<file path="src/rtl/sc_rx_pkg.sv">
package sc_rx_pkg;
  typedef enum logic {
    ST_IDLE,
    ST_BITS
  } rx_state_e;
endpackage

</file>
<file path="src/rtl/sc_rx_sync.sv">
module sc_rx_sync (
  input  logic clk,
  input  logic rst_n,
  input  logic line_i,
  output logic line_s,
  output logic fall
);
  logic s1_q, s2_q, s3_q;

  always_ff @(posedge clk or negedge rst_n) begin
    if (!rst_n) begin
      s1_q <= 1'b1;
      s2_q <= 1'b1;
      s3_q <= 1'b1;
    end else begin
      s1_q <= line_i;
      s2_q <= s1_q;
      s3_q <= s2_q;
    end
  end

  assign line_s = s2_q;
  assign fall   = s3_q & ~s2_q;
endmodule

</file>
<file path="src/rtl/sc_rx_etu.sv">
module sc_rx_etu #(
  parameter int ETU = 372
) (
  input  logic clk,
  input  logic rst_n,
  input  logic run,
  output logic mid,
  output logic last
);
  localparam int CW = (ETU > 2) ? $clog2(ETU) : 1;
  localparam logic [CW-1:0] MID_C  = CW'(ETU / 2 - 1);
  localparam logic [CW-1:0] LAST_C = CW'(ETU - 1);

  logic [CW-1:0] cnt_q, cnt_n;

  assign mid  = run && (cnt_q == MID_C);
  assign last = run && (cnt_q == LAST_C);

  always_comb begin
    if (!run)      cnt_n = '0;
    else if (last) cnt_n = '0;
    else           cnt_n = cnt_q + 1'b1;
  end

  always_ff @(posedge clk or negedge rst_n) begin
    if (!rst_n) cnt_q <= '0;
    else        cnt_q <= cnt_n;
  end
endmodule

</file>
<file path="src/rtl/sc_rx_frame.sv">
module sc_rx_frame
  import sc_rx_pkg::*;
#(
  parameter int DW = 8
) (
  input  logic          clk,
  input  logic          rst_n,
  input  logic          line_s,
  input  logic          fall,
  input  logic          mid,
  input  logic          last,
  output logic          busy,
  output logic          good_p,
  output logic          bad_p,
  output logic [DW-1:0] shift_o,
  output logic          drv_o
);
  localparam int BW = $clog2(DW + 4);
  localparam logic [BW-1:0] IX_START = '0;
  localparam logic [BW-1:0] IX_DLAST = BW'(DW);
  localparam logic [BW-1:0] IX_PAR   = BW'(DW + 1);
  localparam logic [BW-1:0] IX_SIGON = BW'(DW + 2);

  rx_state_e     state_q, state_n;
  logic [BW-1:0] ix_q, ix_n;
  logic [DW-1:0] sh_q, sh_n;
  logic          par_q, par_n;
  logic          err_q, err_n;
  logic          drv_q, drv_n;

  always_comb begin
    state_n = state_q;
    ix_n    = ix_q;
    sh_n    = sh_q;
    par_n   = par_q;
    err_n   = err_q;
    drv_n   = drv_q;
    good_p  = 1'b0;
    bad_p   = 1'b0;
    case (state_q)
      ST_IDLE: begin
        if (fall) begin
          state_n = ST_BITS;
          ix_n    = '0;
          par_n   = 1'b0;
          err_n   = 1'b0;
        end
      end
      default: begin
        if (mid) begin
          if (ix_q == IX_START) begin
            if (line_s) state_n = ST_IDLE;
          end else if (ix_q <= IX_DLAST) begin
            sh_n  = {line_s, sh_q[DW-1:1]};
            par_n = par_q ^ line_s;
          end else if (ix_q == IX_PAR) begin
            if (par_q ^ line_s) begin
              bad_p = 1'b1;
              err_n = 1'b1;
            end else begin
              good_p = 1'b1;
            end
          end else if (ix_q == IX_SIGON) begin
            drv_n = err_q;
          end else begin
            drv_n   = 1'b0;
            state_n = ST_IDLE;
          end
        end
        if (last) ix_n = ix_q + 1'b1;
      end
    endcase
  end

  always_ff @(posedge clk or negedge rst_n) begin
    if (!rst_n) begin
      state_q <= ST_IDLE;
      ix_q    <= '0;
      sh_q    <= '0;
      par_q   <= 1'b0;
      err_q   <= 1'b0;
      drv_q   <= 1'b0;
    end else begin
      state_q <= state_n;
      ix_q    <= ix_n;
      sh_q    <= sh_n;
      par_q   <= par_n;
      err_q   <= err_n;
      drv_q   <= drv_n;
    end
  end

  assign busy    = (state_q == ST_BITS);
  assign shift_o = sh_q;
  assign drv_o   = drv_q;
endmodule

</file>
<file path="src/rtl/sc_rx_top.sv">
module sc_rx_top #(
  parameter int ETU = 372,
  parameter int DW  = 8
) (
  input  logic          clk,
  input  logic          rst_n,
  input  logic          line_i,
  output logic          line_drv_o,
  input  logic          rd_strobe_i,
  output logic [DW-1:0] rx_data_o,
  output logic          full_o,
  output logic          perr_o,
  input  logic          perr_clr_i,
  output logic          ovr_o,
  input  logic          ovr_clr_i,
  input  logic          irq_en_i,
  output logic          rx_irq_o,
  output logic          err_irq_o
);
  logic          line_s, fall, busy, mid, last;
  logic          good_p, bad_p;
  logic [DW-1:0] shift_w;

  sc_rx_sync u_sync (
    .clk   (clk),
    .rst_n (rst_n),
    .line_i(line_i),
    .line_s(line_s),
    .fall  (fall)
  );

  sc_rx_etu #(.ETU(ETU)) u_etu (
    .clk  (clk),
    .rst_n(rst_n),
    .run  (busy),
    .mid  (mid),
    .last (last)
  );

  sc_rx_frame #(.DW(DW)) u_frame (
    .clk    (clk),
    .rst_n  (rst_n),
    .line_s (line_s),
    .fall   (fall),
    .mid    (mid),
    .last   (last),
    .busy   (busy),
    .good_p (good_p),
    .bad_p  (bad_p),
    .shift_o(shift_w),
    .drv_o  (line_drv_o)
  );

  logic [DW-1:0] data_q;
  logic          full_q, full_n;
  logic          perr_q, perr_n;
  logic          ovr_q, ovr_n;
  logic          wr_en;

  always_comb begin
    wr_en  = good_p & (~full_q | rd_strobe_i);
    full_n = wr_en | (full_q & ~rd_strobe_i);
    ovr_n  = (good_p & full_q & ~rd_strobe_i) | (ovr_q & ~ovr_clr_i);
    perr_n = bad_p | (perr_q & ~perr_clr_i);
  end

  always_ff @(posedge clk or negedge rst_n) begin
    if (!rst_n) begin
      full_q <= 1'b0;
      perr_q <= 1'b0;
      ovr_q  <= 1'b0;
    end else begin
      full_q <= full_n;
      perr_q <= perr_n;
      ovr_q  <= ovr_n;
    end
  end

  always_ff @(posedge clk or negedge rst_n) begin
    if (!rst_n)     data_q <= '0;
    else if (wr_en) data_q <= shift_w;
  end

  assign rx_data_o = data_q;
  assign full_o    = full_q;
  assign perr_o    = perr_q;
  assign ovr_o     = ovr_q;
  assign rx_irq_o  = full_q & irq_en_i;
  assign err_irq_o = (perr_q | ovr_q) & irq_en_i;
endmodule

</file>
<file path="config.mk">
export PLATFORM = sky130hd
export DESIGN_NAME = sc_rx_top
export DESIGN_NICKNAME = d
export VERILOG_FILES = /design/src/rtl/sc_rx_pkg.sv /design/src/rtl/sc_rx_sync.sv /design/src/rtl/sc_rx_etu.sv /design/src/rtl/sc_rx_frame.sv /design/src/rtl/sc_rx_top.sv
export SDC_FILE = /design/constraint.sdc
export NUM_CORES = 1
export LEC_CHECK = 0
export ABC_AREA = 1
export BUFFER_PORTS_ARGS = -buffer_cell sky130_fd_sc_hd__buf_2
export CAP_MARGIN = 30
export CORE_ASPECT_RATIO = 0.7
export CORE_UTILIZATION = 62
export CTS_CLUSTER_SIZE = 40
export DETAILED_ROUTE_END_ITERATION = 12
export PLACE_DENSITY_LB_ADDON = 0.25
export SLEW_MARGIN = 0
export SYNTH_ARGS = -nofsm -noshare
export SYNTH_HDL_FRONTEND = slang
export SYNTH_SLANG_ARGS = --single-unit
</file>
<file path="constraint.sdc">
create_clock -name clk -period 2.4 [get_ports clk]
set_clock_uncertainty 0.05 [all_clocks]
set_input_delay 0.36 -clock clk [delete_from_list [all_inputs] [get_ports clk]]
set_output_delay 0.36 -clock clk [all_outputs]
set_load 0.01 [all_outputs]
</file>
# Word level (Yosys, flattened, before mapping)

Index checks and enable logic that the tools add are counted.
W data, S select, Z words.

$mul: 0
Bitwise operators: 23
Shift operators: 0
Divide/modulo/power cells: 0
$lt $le $gt $ge: 1
$add $sub $neg: 2
Muxes and demuxes: 37
Equality and inequality tests: 11
Reduce and logical (&&, ||, !) cells: 9

Operator list:

| kind                  | number |
|---|---|
| $mux W1               | 32 |
| $mux W9               | 2 |
| $ne A2 B2 Y1 const B  | 7 |
| $mux W4               | 3 |
| $add A9 B1 Y9 const B | 1 |
| $and A1 B1 Y1         | 9 |
| $eq A9 B8 Y1 const B  | 1 |
| $eq A9 B9 Y1 const B  | 1 |
| $eq A4 B4 Y1 const B  | 2 |
| $not A1 Y1            | 8 |
| $reduce_and A4 Y1     | 2 |
| $reduce_and A6 Y1     | 1 |
| $or A1 B1 Y1          | 5 |
| $reduce_and A5 Y1     | 1 |
| $add A4 B1 Y4 const B | 1 |
| $le A4 B4 Y1 const B  | 1 |
| $logic_not A4 Y1      | 1 |
| $logic_and A1 B1 Y1   | 2 |
| $reduce_and A2 Y1     | 1 |
| $reduce_bool A2 Y1    | 1 |
| $xor A1 B1 Y1         | 1 |

Memories kept: 0
Input bits: 7
Flip-flop bits (word level): 39
Memory bits (read-only): 0
Output and inout bits: 14
Latch bits: 0
Memory bits (writable): 0

# Longest topological paths before layout

Gate-level depths: netlist (run 1).

Word-level depth: 10
Gate-level depth with buffers: 9

# Cells and area by module

A second synthesis (run 1) with hierarchy kept.

Cell total of the unflattened synthesis: 228
Area, all modules: 1986.9 um^2

By module, submodules not included:

| module      | instances | seq. area each (um^2) | area each (um^2) | cells an instance |
|---|---|---|---|---|
| sc_rx_frame | 1         | 400.4                 | 843.3            | 99 |
| sc_rx_etu   | 1         | 225.2                 | 583.1            | 75 |
| sc_rx_top   | 1         | 275.3                 | 471.7            | 49 |
| sc_rx_sync  | 1         | 78.8                  | 88.8             | 5 |

# Least setup slack after synthesis (run 1)

OpenSTA, ideal clock, no wires.

Path kind: register to register
Start point: reg u_frame.ix_q[0]
End point: reg data_q[0] (netlist: rx_data_o[0])
Setup time: 0.118 ns
Path slack: 0.843 ns
Buffers on the path: 0
Data arrival time: 1.389 ns
Stages on the path, launching flop included: 9
Required time: 2.232 ns
Cells stage by stage: dfrtp_1 inv_1 ha_1 a21oi_4 nand3b_4 nor2_8 nand2_4 nand2_1 nand2_1

Word-level cells in the longest chain between the ends: 7
Elaborated cells between the ends (all ways): 9

RTL lines:

| element                                                              | line              | text |
|---|---|---|
| start: declaration                                                   | sc_rx_frame.sv:25 | `logic [BW-1:0] ix_q, ix_n;` |
| start signal: assignment                                             | sc_rx_frame.sv:85 | `ix_q <= ix_n;` |
| parallel branches: the longest is 3 deep, another holds $le A4 B4 Y1 | -                 |  |
| $mux W1 (*)                                                          | sc_rx_frame.sv:51 | `if (ix_q == IX_START) begin` |
| $mux W1 (*)                                                          | sc_rx_frame.sv:50 | `if (mid) begin` |
| $mux W1 (*)                                                          | sc_rx_frame.sv:40 | `case (state_q)` |
| $and A1 B1 Y1 (*)                                                    | sc_rx_top.sv:61   | `wr_en = good_p & (~full_q \| rd_strobe_i);` |
| end signal: assignment                                               | sc_rx_top.sv:81   | `else if (wr_en) data_q <= shift_w;` |
| end: declaration                                                     | sc_rx_top.sv:54   | `logic [DW-1:0] data_q;` |

Mark *: on every way between the ends.
A chain may end at the register's enable or synchronous reset.

# Worst setup path in the final report (run 1)

Start point: reg u_frame.ix_q[0]
End point: reg data_q[7] (netlist: rx_data_o[7])

Same word-level chain as after synthesis.

==> flow_metrics.py, run 1 <==
metrics = {
    "worst_setup_path": {
        "crit_path_max_fanout": 10,
        "cp-start-kind": "register",
        "crit_end": "rx_data_o[7]",
        "slowest_delay_ns": 0.44,
        "r2r_start": "u_frame.ix_q[0]",
        "crit-reg2reg-capture": "rx_data_o[7]",
        "worstSetupPathType": "reg2reg",
        "critPathSlowestCell": "dfrtp_1",
        "crit_top_cell": "nand2_1",
        "crit_required_ns": 2.54,
        "cp.arrival_ns": 1.90,
        "ff2ff_setup_slack_ns": 0.63,
        "cp_cell_sequence": "inv_1 > ha_1 > a21oi_4 > nand3b_4 > nor2_8 > nand2_4 > nand2_1 > nand2_1",
        "critPathLaunch": "u_frame.ix_q[0]",
        "rr_worst_depth": 8,
        "crit_path_end_kind": "register",
    },
    "pwr": {
        "total_power_mw": 1.48,
        "p_clk_share_pct": 37.0,
        "pwr-share-comb_pct": 10.6,
        "total_leakage_power_nw": 1.16,
        "power_switching_uw": 384,
        "seq_power_share_pct": 52.5,
        "intPower_mw": 1.09,
        "peakVddDrop_mv": 0.502,
        "powerDensity_nw_per_um2": 689,
        "p_sw_share_pct": 26.0,
    },
    "sta": {
        "maxSlewHeadroom_pct": 45.0,
        "fmax_mhz": 566,
        "worst_slack_ns": 0.634,
        "setup_violations": 0,
        "hold_viol": 0,
        "fin_crit_ns": 1.77,
        "min_period_over_period_pct": 73.6,
        "tightest_slew_ns": 0.825,
        "setup_tns_ns": 0,
        "rsz0062_at_grt": "false",
        "slew_violations": 0,
    },
    "clock_network": {
        "clk_latency_ns": 0.29,
        "clockBufferDepth": 2,
        "hold_buffers": 0,
        "post_cts_resized": 0,
        "cts_root_buffer": "clkbuf_8",
        "clk_pin_slew_ns": 0.08,
        "cts_setup_buffers": 0,
        "cts_tree": "built",
        "htreeDepth": 2,
        "cts_buffers": 5,
        "clock_sinks": 39,
    },
    "grt": {
        "grt_use_total_pct": 26.0,
        "antenna_found_initial": 0,
        "gr-total-overflow": 0,
        "grt_pass1_vias": 1373,
        "grt_pass1_wl_um": 6180,
        "grt_max_degree": 40,
    },
    "synthesis": {
        "synth-warning-count": 0,
        "syn-num-nets": 229,
        "syn-cell-area_sq_um": 1910,
        "synth_cells": 216,
        "yosysSeqAreaShare_pct": 51.4,
        "synth_seq_cells": 39,
        "postSynthAreaPerCell_sq_um": 8.82,
        "synthDistinctLibCells": 29,
    },
    "finish": {
        "diodes": 0,
        "finalInstanceArea_sq_um": 2140,
        "final_common_cell": "nand2_1",
        "syn_to_final_growth_pct": 12.4,
        "final_cell_count_no_fill": 277,
        "nFillCells": 208,
        "ff_latch_area_sq_um": 980,
        "multi_input_area_sq_um": 826,
        "drive_gt1_share_pct": 18.7,
        "num-nets-final": 253,
        "layout_common_cells": "63 x nand2_1, 36 x dfrtp_1, 23 x nand3_1",
    },
    "worst_hold_path": {
        "min_path_type": "in2async",
    },
    "placement": {
        "place_area_sq_um": 2030,
        "portBuffers": 20,
        "dp.cells": 269,
        "hpwl_um": 2480,
        "pre_cts_slack_ns": 0.670,
        "globalplace.congestion": 0.912,
    },
    "drt": {
        "vias": 1512,
        "drt_pre_antenna_iters": 4,
        "ant_nets": 0,
        "route.detailed.drc": 0,
        "wl_per_cell_um": 13.0,
        "dr.first_iter.drc_count": 112,
        "routed_via_density": 5.46,
        "drt-total-wl_um": 3610,
    },
    "floorplan": {
        "core_sq_um": 2860,
        "num_rows": 16,
        "initial_utilization_pct": 66.6,
        "die_area_sq_um": 3300,
        "fp.dieW_um": 68.3,
        "io-pin-count": 21,
        "die_y_um": 48.4,
    },
    "run": {
        "maxCapViolations": 0,
    },
    "outcome": {
        "outcome": "finished clean",
    },
}
## final cells by class
cell class / instances / share of cell area (%)
inverter: 21 / 3.68
timing repair buffer: 20 / 4.67
sequential: 39 / 45.7
clock buffer: 5 / 3.21
multi-input combinational: 153 / 38.6
tap: 36 / 2.10
clock inverter: 3 / 2.04
## sequential cells by signal (all words and copies together) (netlist names), 4 cells and up
name,flops
u_frame.ix_q,4
u_etu.cnt_q,9
u_frame.shift_o,8
rx_data_o,8
## routing by layer
metal / global-route usage, % / routed length, um
met5: 0 / 0
met4: 6.94 / 42
met3: 9.43 / 184
met2: 36.8 / 1510
met1: 37.7 / 1870
## critical path: cells and delay by family (launching register included)
kind / cells / cell delay [ns]
AOI/OAI and AO/OA: 1 / 0.25
adders and majority gates: 1 / 0.26
buffers and inverters: 1 / 0.10
DFF: 1 / 0.44
and+or+nand+nor: 5 / 0.54
## how the worst min path moves through the flow
stage                            from              end  slack (ns)  cells after the start
after global routing           line_i      u_sync.s1_q        0.09                      1
after detailed placement  u_sync.s1_q    u_sync.line_s        0.30                      0
final                           rst_n  u_frame.ix_q[3]        0.11                      1
after global placement    u_sync.s1_q    u_sync.line_s        0.30                      0
after floorplan                 rst_n           full_o        0.01                      0
after CTS                      line_i      u_sync.s1_q        0.10                      1
## kinds of logic after synthesis
| kind of cell | count (synthesis) | share of synthesized area (%) |
|---|---|---|
| compound gates | 16 | 5.32 |
| xor+xnor | 4 | 1.84 |
| fa+ha+maj | 6 | 3.94 |
| buf+inv | 24 | 5.25 |
| flops | 39 | 51.4 |
| simple gates | 127 | 32.2 |
## cell usage after synthesis (all sizes together)
| library cell | n | area share (%) |
|---|---|---|
| nand2 | 65 | 13 |
| dfrtp | 36 | 47 |
| nand3 | 25 | 7.9 |
| inv | 21 | 4.1 |
| nor2 | 21 | 5.3 |
| nand4 | 10 | 3.3 |
| ha | 6 | 3.9 |
| o21ai | 6 | 1.6 |
| a21oi | 5 | 1.9 |
| nor3 | 4 | 1.1 |
| buf | 3 | 1.1 |
| dfstp | 3 | 4.1 |
| o21bai | 2 | 0.79 |
| xnor2 | 2 | 0.92 |
| xor2 | 2 | 0.92 |
| a31oi | 1 | 0.33 |
| nand3b | 1 | 1.1 |
| nor3b | 1 | 0.39 |
| o21a | 1 | 0.39 |
| o22ai | 1 | 0.33 |
## power by group through the flow
stage          logic, mW  registers, mW  clock network (mW)
2_1_floorplan      0.121          0.773                   0
3_3_place_gp       0.155          0.785                   0
3_5_place_dp       0.160          0.785                   0
4_1_cts            0.159          0.773               0.551
5_1_grt            0.189          0.786               0.584
6_report           0.156          0.774               0.546
## metrics by stage
step           hold slack (ns)  util (%)
6_report                 0.108      74.8
5_1_grt                 0.0910      74.8
4_1_cts                  0.104      74.8
3_5_place_dp             0.299      70.9
3_3_place_gp             0.297      70.9
2_1_floorplan           0.0144         -
Note: power is estimated with default switching activity, not from simulation.
==> run 2: changes to the inputs <==
- CORE_UTILIZATION: 62 -> 57
- clock period: 2.4 -> 1.8 ns (I/O delays scaled with it)
==> run 2 against run 1 <==
  * Routed wire length increased by 1.2%
  * Fmax increased by 4.6%
  * Total power up 37%
  * Largest power group unchanged
==> flow_metrics.py, run 2 (synthesized netlist as in run 1, its figures left out) <==
metrics = {
    "outcome": {
        "outcome": "finished clean",
    },
    "sta": {
        "fin_crit_ns": 1.69,
        "maxSlewHeadroom_pct": 71.5,
        "setup_tns_ns": 0,
        "fmax_mhz": 592,
        "slew_violations": 0,
        "setup_violations": 0,
        "hold_viol": 0,
        "worst_slack_ns": 0.112,
        "tightest_slew_ns": 0.428,
        "hold-worst-slack_ns": 0.0210,
        "min_period_over_period_pct": 93.8,
        "rsz0062_at_grt": "false",
    },
    "drt": {
        "vias": 1540,
        "routed_via_density": 5.42,
        "ant_nets": 0,
        "route.detailed.drc": 0,
        "drt-total-wl_um": 3650,
        "dr.first_iter.drc_count": 68,
        "drt_pre_antenna_iters": 6,
        "wl_per_cell_um": 12.8,
    },
    "floorplan": {
        "core_sq_um": 3170,
        "num_rows": 17,
        "die_y_um": 50.4,
        "fp.dieW_um": 71.1,
        "io-pin-count": 21,
        "die_area_sq_um": 3580,
        "initial_utilization_pct": 60.1,
    },
    "worst_setup_path": {
        "ff2ff_setup_slack_ns": 0.11,
        "cp.arrival_ns": 1.83,
        "crit_required_ns": 1.94,
        "critPathSlowestCell": "dfrtp_1",
        "r2r_start": "u_frame.ix_q[1]",
        "critPathLaunch": "u_frame.ix_q[1]",
        "rr_worst_depth": 8,
        "cp-start-kind": "register",
        "slowest_delay_ns": 0.39,
        "crit_top_cell": "nand2_1",
        "crit_path_end_kind": "register",
        "crit-reg2reg-capture": "rx_data_o[5]",
        "cp_cell_sequence": "inv_1 > ha_1 > a21oi_4 > nand3b_4 > nor2_8 > nand2_4 > nand2_1 > nand2_1",
        "crit_path_max_fanout": 10,
        "worstSetupPathType": "reg2reg",
    },
    "pwr": {
        "powerDensity_nw_per_um2": 919,
        "seq_power_share_pct": 51.2,
        "p_sw_share_pct": 26.0,
        "p_clk_share_pct": 37.7,
        "total_leakage_power_nw": 1.19,
        "intPower_mw": 1.50,
        "peakVddDrop_mv": 0.506,
        "pwr-share-comb_pct": 11.1,
        "total_power_mw": 2.02,
        "power_switching_uw": 527,
    },
    "finish": {
        "layout_common_cells": "63 x nand2_1, 36 x dfrtp_1, 23 x nand3_1",
        "num-nets-final": 258,
        "finalInstanceArea_sq_um": 2200,
        "largest_reg_flops": 9,
        "final_common_cell": "nand2_1",
        "drive_gt1_share_pct": 19.9,
        "multi_input_area_sq_um": 826,
        "nFillCells": 252,
        "ff_latch_area_sq_um": 980,
        "syn_to_final_growth_pct": 15.6,
        "top_register": "u_etu.cnt_q",
        "diodes": 0,
    },
    "clock_network": {
        "clk_pin_slew_ns": 0.08,
        "clk_latency_ns": 0.30,
        "cts_root_buffer": "clkbuf_8",
        "cts_buffers": 5,
        "clock_sinks": 39,
        "clockBufferDepth": 2,
        "cts_tree": "built",
        "post_cts_resized": 0,
        "htreeDepth": 2,
    },
    "placement": {
        "hpwl_um": 2600,
        "portBuffers": 20,
        "pre_cts_slack_ns": 0.122,
        "place_area_sq_um": 2070,
        "globalplace.congestion": 0.858,
    },
    "worst_hold_path": {
        "hold_path.startpoint": "line_i",
        "holdPathEnd": "u_sync.s1_q",
        "min_path_type": "in2reg",
        "hold_depth": 1,
    },
    "grt": {
        "grt_max_degree": 23,
        "grt_pass1_vias": 1397,
        "antenna_found_initial": 0,
        "gr-total-overflow": 0,
        "grt_pass1_wl_um": 6290,
        "grt_use_total_pct": 23.6,
    },
    "run": {
        "maxCapViolations": 0,
    },
}
[run 2: worst max-delay path, delay by kind of cell (launching register included)]
kind / cells / cell delay, ns
compound gates: 1 / 0.25
fa+ha+maj: 1 / 0.24
flops: 1 / 0.39
simple gates: 5 / 0.57
buf+inv: 1 / 0.09
[run 2: cell type report]
cell class / instances / area share [%]
flip-flops and latches: 39 / 44.5
clock inverters: 2 / 1.59
multi-input cells: 153 / 37.5
inverters: 21 / 3.58
well taps: 38 / 2.16
repair buffers: 25 / 6.93
clock buffers: 6 / 3.75
[run 2: power groups by stage]
stage | Clock (mW) | Combinational, mW | Sequential, mW
detailed placement | 0 | 0.223 | 1.05
global route | 0.801 | 0.261 | 1.05
global placement | 0 | 0.215 | 1.05
floorplan | 0 | 0.162 | 1.03
CTS | 0.780 | 0.228 | 1.03
finish | 0.763 | 0.225 | 1.04
[run 2: metal layers]
metal | track usage (%) | vias to the layer above | wire [um] | part of all wire, %
li1 | - | 767 | - | -
met1 | 33.2 | 726 | 1900 | 52
met2 | 34.1 | 40 | 1490 | 41
met3 | 6.22 | 7 | 192 | 5.3
met4 | 11.0 | 0 | 66 | 1.8
met5 | 0 | - | 0 | 0
[run 2: worst max-delay path by stage]
stage                   end  depth (start not counted)
6_report       rx_data_o[5]                          8
5_1_grt        rx_data_o[5]                          8
4_1_cts        rx_data_o[5]                          8
3_5_place_dp   rx_data_o[7]                          8
3_3_place_gp   rx_data_o[1]                          8
2_1_floorplan  rx_data_o[0]                          8
[run 2: timing repair]
| item | in CTS | in global routing |
|---|---|---|
| hold endpoints to repair | 17 | 0 |
| hold buffers | 1 | 0 |
| endpoints found under the setup margin | 0 | 0 |
| setup buffers | 0 | 0 |
[run 2: per-stage QoR]
stage	util [%]	cells
global placement	65.5	275
global route	69.5	284
floorplan	-	216
detailed placement	65.5	275
CTS	69.5	284
finish	69.5	284
